<file path="config.mk">
export PLATFORM = sky130hd
export DESIGN_NAME = window_watchdog
export DESIGN_NICKNAME = d
export VERILOG_FILES = /design/src/rtl/wwd_pkg.sv /design/src/rtl/wwd_edge_filter.sv /design/src/rtl/wwd_trig_front.sv /design/src/rtl/wwd_window_seq.sv /design/src/rtl/window_watchdog.sv
export SDC_FILE = /design/constraint.sdc
export NUM_CORES = 1
export LEC_CHECK = 0
export BUFFER_PORTS_ARGS = -buffer_cell sky130_fd_sc_hd__buf_2
export CORE_MARGIN = 3
export CORE_UTILIZATION = 45
export DETAILED_ROUTE_END_ITERATION = 7
export GPL_ROUTABILITY_DRIVEN = 0
export MAX_ROUTING_LAYER = met4
export SETUP_SLACK_MARGIN = 0.1
export SKIP_CTS_REPAIR_TIMING = 1
export SYNTH_ARGS = -nofsm -noshare
export SYNTH_HDL_FRONTEND = slang
export SYNTH_SLANG_ARGS = --single-unit
</file>
<file path="constraint.sdc">
create_clock -name clk -period 2.1 [get_ports clk]
set_clock_uncertainty 0.2 [all_clocks]
set_input_delay 0.42 -clock clk [delete_from_list [all_inputs] [get_ports clk]]
set_output_delay 0.42 -clock clk [all_outputs]
set_load 0.005 [all_outputs]
</file>
<file path="src/rtl/wwd_pkg.sv">
package wwd_pkg;

    typedef enum logic [1:0] {
        PH_LEAD   = 2'd0,
        PH_CLOSED = 2'd1,
        PH_OPEN   = 2'd2,
        PH_PULSE  = 2'd3
    } wd_phase_e;

    function automatic int unsigned max_of4(input int unsigned a, input int unsigned b,
                                            input int unsigned c, input int unsigned d);
        int unsigned m;
        m = a;
        if (b > m) m = b;
        if (c > m) m = c;
        if (d > m) m = d;
        return m;
    endfunction

    // Phase entered when the current phase runs out of ticks
    function automatic wd_phase_e phase_on_expiry(input wd_phase_e p);
        case (p)
            PH_LEAD:   return PH_PULSE;
            PH_CLOSED: return PH_OPEN;
            PH_OPEN:   return PH_PULSE;
            default:   return PH_LEAD;
        endcase
    endfunction

endpackage

</file>
<file path="src/rtl/wwd_edge_filter.sv">
module wwd_edge_filter #(
    parameter int unsigned FILT_CYCLES = 4,
    parameter bit          ACTIVE_HIGH = 1'b1
) (
    input  logic clk,
    input  logic rst,
    input  logic pin_i,
    output logic edge_o
);
    localparam logic IDLE_LVL = ACTIVE_HIGH ? 1'b0 : 1'b1;
    localparam int   FW       = (FILT_CYCLES > 1) ? $clog2(FILT_CYCLES) : 1;

    logic [1:0]    sync_q;
    logic          level_q;
    logic [FW-1:0] run_q;

    always_ff @(posedge clk) begin
        if (rst) begin
            sync_q  <= {2{IDLE_LVL}};
            level_q <= IDLE_LVL;
            run_q   <= '0;
            edge_o  <= 1'b0;
        end else begin
            sync_q <= {sync_q[0], pin_i};
            edge_o <= 1'b0;
            if (sync_q[1] == level_q) begin
                run_q <= '0;
            end else if (run_q == FW'(FILT_CYCLES - 1)) begin
                level_q <= sync_q[1];
                run_q   <= '0;
                edge_o  <= (sync_q[1] != IDLE_LVL);
            end else begin
                run_q <= run_q + 1'b1;
            end
        end
    end
endmodule

</file>
<file path="src/rtl/wwd_trig_front.sv">
module wwd_trig_front #(
    parameter int unsigned FILT_CYCLES = 4
) (
    input  logic clk,
    input  logic rst,
    input  logic pos_pin_i,
    input  logic neg_pin_i,
    output logic trig_o
);
    logic [1:0] pins;
    logic [1:0] edges;

    assign pins = {neg_pin_i, pos_pin_i};

    for (genvar i = 0; i < 2; i++) begin : g_pin
        wwd_edge_filter #(
            .FILT_CYCLES (FILT_CYCLES),
            .ACTIVE_HIGH (i == 0)
        ) u_filt (
            .clk    (clk),
            .rst    (rst),
            .pin_i  (pins[i]),
            .edge_o (edges[i])
        );
    end

    // Same-cycle edges from both pins merge into one event
    assign trig_o = |edges;
endmodule

</file>
<file path="src/rtl/wwd_window_seq.sv">
module wwd_window_seq
    import wwd_pkg::*;
#(
    parameter int unsigned LEAD_TICKS   = 3922,
    parameter int unsigned CLOSED_TICKS = 800,
    parameter int unsigned OPEN_TICKS   = 840,
    parameter int unsigned PULSE_TICKS  = 157
) (
    input  logic      clk,
    input  logic      rst,
    input  logic      hold_i,
    input  logic      tick_i,
    input  logic      trig_i,
    output wd_phase_e phase_o
);
    localparam int unsigned TOP = max_of4(LEAD_TICKS, CLOSED_TICKS, OPEN_TICKS, PULSE_TICKS);
    localparam int          CW  = $clog2(TOP + 1);

    typedef struct packed {
        wd_phase_e       phase;
        logic [CW-1:0]   cnt;
    } seq_state_t;

    seq_state_t    cur_q, nxt;
    logic [CW-1:0] last_cnt;

    always_comb begin
        case (cur_q.phase)
            PH_LEAD:   last_cnt = CW'(LEAD_TICKS - 1);
            PH_CLOSED: last_cnt = CW'(CLOSED_TICKS - 1);
            PH_OPEN:   last_cnt = CW'(OPEN_TICKS - 1);
            default:   last_cnt = CW'(PULSE_TICKS - 1);
        endcase
    end

    always_comb begin
        nxt = cur_q;
        if (hold_i) begin
            nxt.phase = PH_LEAD;
            nxt.cnt   = '0;
        end else if (trig_i && cur_q.phase != PH_PULSE) begin
            nxt.cnt   = '0;
            nxt.phase = (cur_q.phase == PH_CLOSED) ? PH_PULSE : PH_CLOSED;
        end else if (tick_i) begin
            if (cur_q.cnt == last_cnt) begin
                nxt.phase = phase_on_expiry(cur_q.phase);
                nxt.cnt   = '0;
            end else begin
                nxt.cnt = cur_q.cnt + 1'b1;
            end
        end
    end

    always_ff @(posedge clk) begin
        if (rst) begin
            cur_q.phase <= PH_LEAD;
            cur_q.cnt   <= '0;
        end else begin
            cur_q <= nxt;
        end
    end

    assign phase_o = cur_q.phase;
endmodule

</file>
<file path="src/rtl/window_watchdog.sv">
module window_watchdog
    import wwd_pkg::*;
#(
    parameter int unsigned LEAD_TICKS   = 3922,
    parameter int unsigned CLOSED_TICKS = 800,
    parameter int unsigned OPEN_TICKS   = 840,
    parameter int unsigned PULSE_TICKS  = 157,
    parameter int unsigned FILT_CYCLES  = 4
) (
    input  logic clk,
    input  logic rst,
    input  logic osc_tick_i,
    input  logic wd_enable,
    input  logic uv_reset_n,
    input  logic pos_trig_i,
    input  logic neg_trig_i,
    output logic rst_out_n
);
    logic      trig;
    logic      hold;
    wd_phase_e phase;

    assign hold = !wd_enable || !uv_reset_n;

    wwd_trig_front #(
        .FILT_CYCLES (FILT_CYCLES)
    ) u_front (
        .clk       (clk),
        .rst       (rst),
        .pos_pin_i (pos_trig_i),
        .neg_pin_i (neg_trig_i),
        .trig_o    (trig)
    );

    wwd_window_seq #(
        .LEAD_TICKS   (LEAD_TICKS),
        .CLOSED_TICKS (CLOSED_TICKS),
        .OPEN_TICKS   (OPEN_TICKS),
        .PULSE_TICKS  (PULSE_TICKS)
    ) u_seq (
        .clk     (clk),
        .rst     (rst),
        .hold_i  (hold),
        .tick_i  (osc_tick_i),
        .trig_i  (trig),
        .phase_o (phase)
    );

    assign rst_out_n = uv_reset_n && (phase != PH_PULSE);
endmodule

</file>
# [After elaboration in Yosys (flattened, before gate mapping)]
# Index checks and enable logic that the tools add are counted.
[totals] regBits=26 word_cells=52
[op_classes] reduce_logical=19 eq_ne=8 n_bitwise=5 addsub=3 muxes=7
[ops] cell="case mux 12 bit (3 select lines)" count=1
[ops] cell="2-to-1 mux 14 bit" count=2
[ops] cell="OR reduction 3 bit" count=5
[ops] cell="adder 12 x 1 -> 12 bit, second input constant" count=1
[ops] cell="equality test 12 bit" count=1
[ops] cell="2-to-1 mux 12 bit" count=1
[ops] cell="equality test 2 bit, second input constant" count=3
[ops] cell="AND reduction 2 bit" count=3
[ops] cell="OR reduction 2 bit" count=3
[ops] cell="inverter 1 bit" count=5
[ops] cell="adder 2 x 1 -> 2 bit, second input constant" count=2
[ops] cell="2-to-1 mux 2 bit" count=2
[ops] cell="case mux 2 bit (2 select lines)" count=1
[ops] cell="nonzero test 2 bit" count=2
[ops] cell="equality test 1 bit" count=2
[ops] cell="equality test 2 x 1 -> 1 bit, second input constant" count=1
[ops] cell="logical AND 1 bit" count=2
[ops] cell="zero test 1 bit" count=2
[ops] cell="zero test 2 bit" count=1
[ops] cell="inequality test 2 bit, second input constant" count=1
[ops] cell="logical OR 1 bit" count=1

# [Depth between registers and ports, before layout]
[depth] word_depth=6 mapped_depth=8

# [Hierarchy]
# Synthesis repeated with hierarchy kept, for this count alone.
[hier_totals] hier_cells=123 hier_area_um2=1285.0
[modules_own_cells] mod="wwd_window_seq" area_each_um2=858.3 cells_per_inst=90 seq_area_each_um2=280.3 n_inst=1
[modules_own_cells] mod="wwd_edge_filter (u_front.g_pin[1].u_filt)" area_each_um2=203.9 cells_per_inst=15 seq_area_each_um2=120.1 n_inst=1
[modules_own_cells] mod="wwd_edge_filter (u_front.g_pin[0].u_filt)" area_each_um2=201.4 cells_per_inst=15 seq_area_each_um2=120.1 n_inst=1
[modules_own_cells] mod="window_watchdog" area_each_um2=15.0 cells_per_inst=2 seq_area_each_um2=0.0 n_inst=1
[modules_own_cells] mod="wwd_trig_front" area_each_um2=6.3 cells_per_inst=1 seq_area_each_um2=0.0 n_inst=1

# [Least setup slack after synthesis]
# No wires, ideal clock.
[synth_path] kind="register to register" from="register u_seq.phase_o[0] (netlist name)" to="register u_seq.phase_o[1] (netlist name)" required_ns=1.821 synth_period_minus_slack_ns=2.240 setup_time_ns=0.079 stages_incl_launch_ff=8 path_slack_ns=-0.140 n_path_buf=0 t_arrival_ns=1.961 cell_sequence="dfxtp_1 -> inv_1 -> ha_1 -> or3_1 -> a211oi_4 -> nand4b_1 -> mux2_1 -> a211oi_2"
[synth_via] elab_chain_len=6 elab_cells_between_ends=16 classes_between="eq/ne: 4; mux: 6; reduce/logical: 6"
[synth_lines] element="parallel branches: the longest is 6 deep, another holds case mux 12 bit (3 select lines)"
# Parallel ways; which one is timed is not known. The select of a mux whose other input is x is not followed.
# A chain may end at the register's enable or synchronous reset.

# [Worst setup path after layout]
[layout_path] from="register u_seq.phase_o[0] (netlist name)" to="register u_seq.phase_o[1] (netlist name)"
[layout_via] elab_chain_len=6 elab_cells_between_ends=16 classes_between="eq/ne: 4; mux: 6; reduce/logical: 6"
[layout_lines] element="parallel branches: the longest is 6 deep, another holds case mux 12 bit (3 select lines)"
# Parallel ways; which one is timed is not known. The select of a mux whose other input is x is not followed.

==> metrics.md <==
| Metric | Value |
|---|---|
| Worst-Skew Late Latency | `320 ps` |
| Worst reg-to-reg path cell count | `7` |
| Final setup TNS | `-80.3 ps` |
| Final Critical Period | `2140 ps` |
| Sum of routed wire length over all layers | `2040 um` |
| Via density | `4.87` |
| Prevailing post-synth register cell | `dfxtp_1` |
| Hold Path Cell Cnt | `2` |
| Top Family by Delay on Critical Path | `simple AND/OR/NAND/NOR gates` |
| Max clock buf depth | `2` |
| Data arrival at the endpoint of the critical path | `2190 ps` |
| Die height | `58.2 um` |
| Violations in the final reports | `setup timing` |
| Placed wire-length estimate after detailed placement | `1520 um` |
| Final worst slack | `-43.5 ps` |
| Relative area change from synthesis to final layout | `15.9%` |
| Filler Cell Count | `247` |
| Number of nets in the finished design | `164` |
| Diodes inserted | `0` |
| Cell accounting for the most synthesized area | `dfxtp_1` |
| Cell types with the largest area share after synthesis | `dfxtp_1 42%, ha_1 9.2%, nor2_1 8.0%` |
| WP buf/inv | `1` |
| Unique masters post-synth | `27` |
| Number of rows in the core area | `18` |
| #FFs+latches synth | `26` |
| Type of the tightest min-delay check | `in2reg` |
| Average cell area after synthesis | `9.28 um^2` |
| Remaining routing DRC violations | `0` |
| Number of hold violations in the final report | `0` |
| Cells after synthesis | `132` |
| Congestion Overflow GR | `0` |
| Kind of start point of the critical path | `flop` |
| Max-capacitance violation count | `0` |
| Global-route wire length before repair | `3520 um` |
| Leak | `0.542 nW` |
| Clock transition at path regs | `140 ps` |
| Share of the synthesized area in the top cell type | `42.5%` |
| Cell count along the critical path | `7` |
| Endpoints failing setup | `2` |
| Via count of the first global-routing pass | `767` |
| Maximum number of pins on one net before global-route repair | `16` |
| Sink Count | `26` |
| Ranking of synthesized cells by instance count | `26 x dfxtp_1, 26 x nor2_1, 9 x ha_1, 9 x xor2_1` |
| Kind of critical path | `reg2reg` |
| Placed standard-cell area | `1360 um^2` |
| Sequential element share of the synthesized area | `42.5%` |
| Horizontal extent of the die | `58.2 um` |
| Number of antenna violations at the first check in global routing | `0` |
| Buffers on Ports | `7` |
| Total Die Area | `3380 um^2` |
| Avg WL per Cell | `11.5 um` |
| Run status | `finished, violations left` |
| Register-to-register setup slack | `-40 ps` |
| All-Layer GR Usage | `14.0%` |
| Level count of the clock H-tree | `1` |
| Post-route cell area | `1420 um^2` |
| Final worst path period share | `102%` |
| Required time of the critical path | `2150 ps` |
| Number of nets produced by synthesis | `148` |
| Detailed router's first-iteration violation count | `31` |
| Share of final-layout standard cells stronger than drive strength 1 | `20.4%` |
| Worst IR drop on VDD | `491 uV` |
| Root buffer selected by CTS | `clkbuf_4` |
| Slew Viols, Final | `0` |
| Worst Path Max Fanout | `4` |
| Count of yosys warnings during synthesis | `0` |
| Core Footprint | `2520 um^2` |
| Share of the core filled with cells in the final layout | `56.3%` |
| PwrDens | `612 nW/um^2` |
| Number of detailed-route iterations in the first pass | `4` |
| Pwr Total | `868 uW` |
| Initial core utilization | `48.6%` |
| Via total after detailed routing | `862` |
| Number of nets with antenna violations after detailed routing | `0` |
| Max-slew headroom at the worst pin | `75.5%` |
| Critical path, cell by cell | `inv_2, ha_4, or3_4, a211oi_4, nand4b_1, mux2_4, a211oi_2` |
| Crit end category | `flop` |
| Count of flip-flops with a built-in enable after synthesis | `0` |
| Fraction of registers with async set/reset | `0%` |
| Setup repair after global routing missed its margin | `yes` |
| Transition at the pin with the smallest max-transition slack | `365 ps` |
| Combined area of all synthesized cells | `1220 um^2` |
| Slowest stage cell, crit path | `or3_4` |
| Slowest cell delay on critical path | `390 ps` |
| Clock tree from TritonCTS | `done` |
| Boundary pin count | `8` |
| Maximum clock frequency | `0.467 GHz` |
| Inserted Clock Buffers | `3` |
cells in the final DEF (no fill, tap or decap), types with 3 or more instances in the layout:
master / count
nor2_1: 26
dfxtp_1: 24
xor2_1: 9
xnor2_1: 7
nand2_1: 7
ha_1: 7
buf_2: 7
nand4_1: 6
buf_4: 6
nor2b_1: 5
inv_1: 5
or3_1: 3
a21oi_1: 3
mux2i_1: 3
clkbuf_4: 3
area by class of cell:
class	count	area [um^2]	area share, %
multi-input combinational	96	689	48.5
inverter	7	26.3	1.85
clock buffer	3	22.5	1.59
timing repair buffer	14	91.3	6.43
sequential	26	523	36.8
tap	30	37.5	2.64
clock inverter	1	30.0	2.11
sequential cells by signal, indices dropped and copies added, names as in the netlist:
register	cells
u_front.g_pin.u_filt.level_q	2
u_seq.cur_q	12
u_front.g_pin.u_filt.edge_o	2
u_front.g_pin.u_filt.sync_q	4
u_front.g_pin.u_filt.run_q	4
u_seq.phase_o	2
metal layers:
| metal | wire [um] | track usage, % | up-vias |
|---|---|---|---|
| li1 | - | - | 466 |
| met4 | 17 | 2.98 | 0 |
| met3 | 54 | 4.68 | 2 |
| met2 | 891 | 18.7 | 7 |
| met5 | 0 | - | - |
| met1 | 1080 | 20.4 | 387 |
path summary, 6_finish.rpt:
check,startpoint,end
max reg2reg,u_seq.phase_o[0],u_seq.phase_o[1]
min,neg_trig_i,u_front.g_pin[1].u_filt.sync_q[0]
min reg2reg,u_front.g_pin[1].u_filt.sync_q[0],u_front.g_pin[1].u_filt.sync_q[1]
max,u_seq.phase_o[0],u_seq.phase_o[1]
cell families (layout without fill, tap and decap cells):
logic type                 count (synthesis)  after routing  synth area share (%)
AOI/OAI and AO/OA                          6              6                  4.60
and+or+nand+nor                           61             61                  25.7
DFF                                       26             26                  42.5
xor gates and xnor gates                  16             16                  11.4
buffers and inverters                     10             25                  3.17
muxes                                      4              4                  3.37
adders and majority gates                  9              9                  9.19
stage by stage:
step | std cells | hold WS, ps | setup slack, ps
4_1_cts | 177 | 57.9 | -11.8
3_5_place_dp | 173 | 193 | 35.7
2_1_floorplan | 132 | 189 | 48.5
5_1_grt | 177 | 38.7 | -120
6_report | 177 | 67.5 | -43.5
3_3_place_gp | 173 | 194 | 53.8
power breakdown:
part,internal [mW],switching (mW)
clock network,0.193,0.145
logic,0.0150,0.0143
registers,0.499,0.00263
total,0.707,0.162
Note: power is estimated with default switching activity, not from simulation.
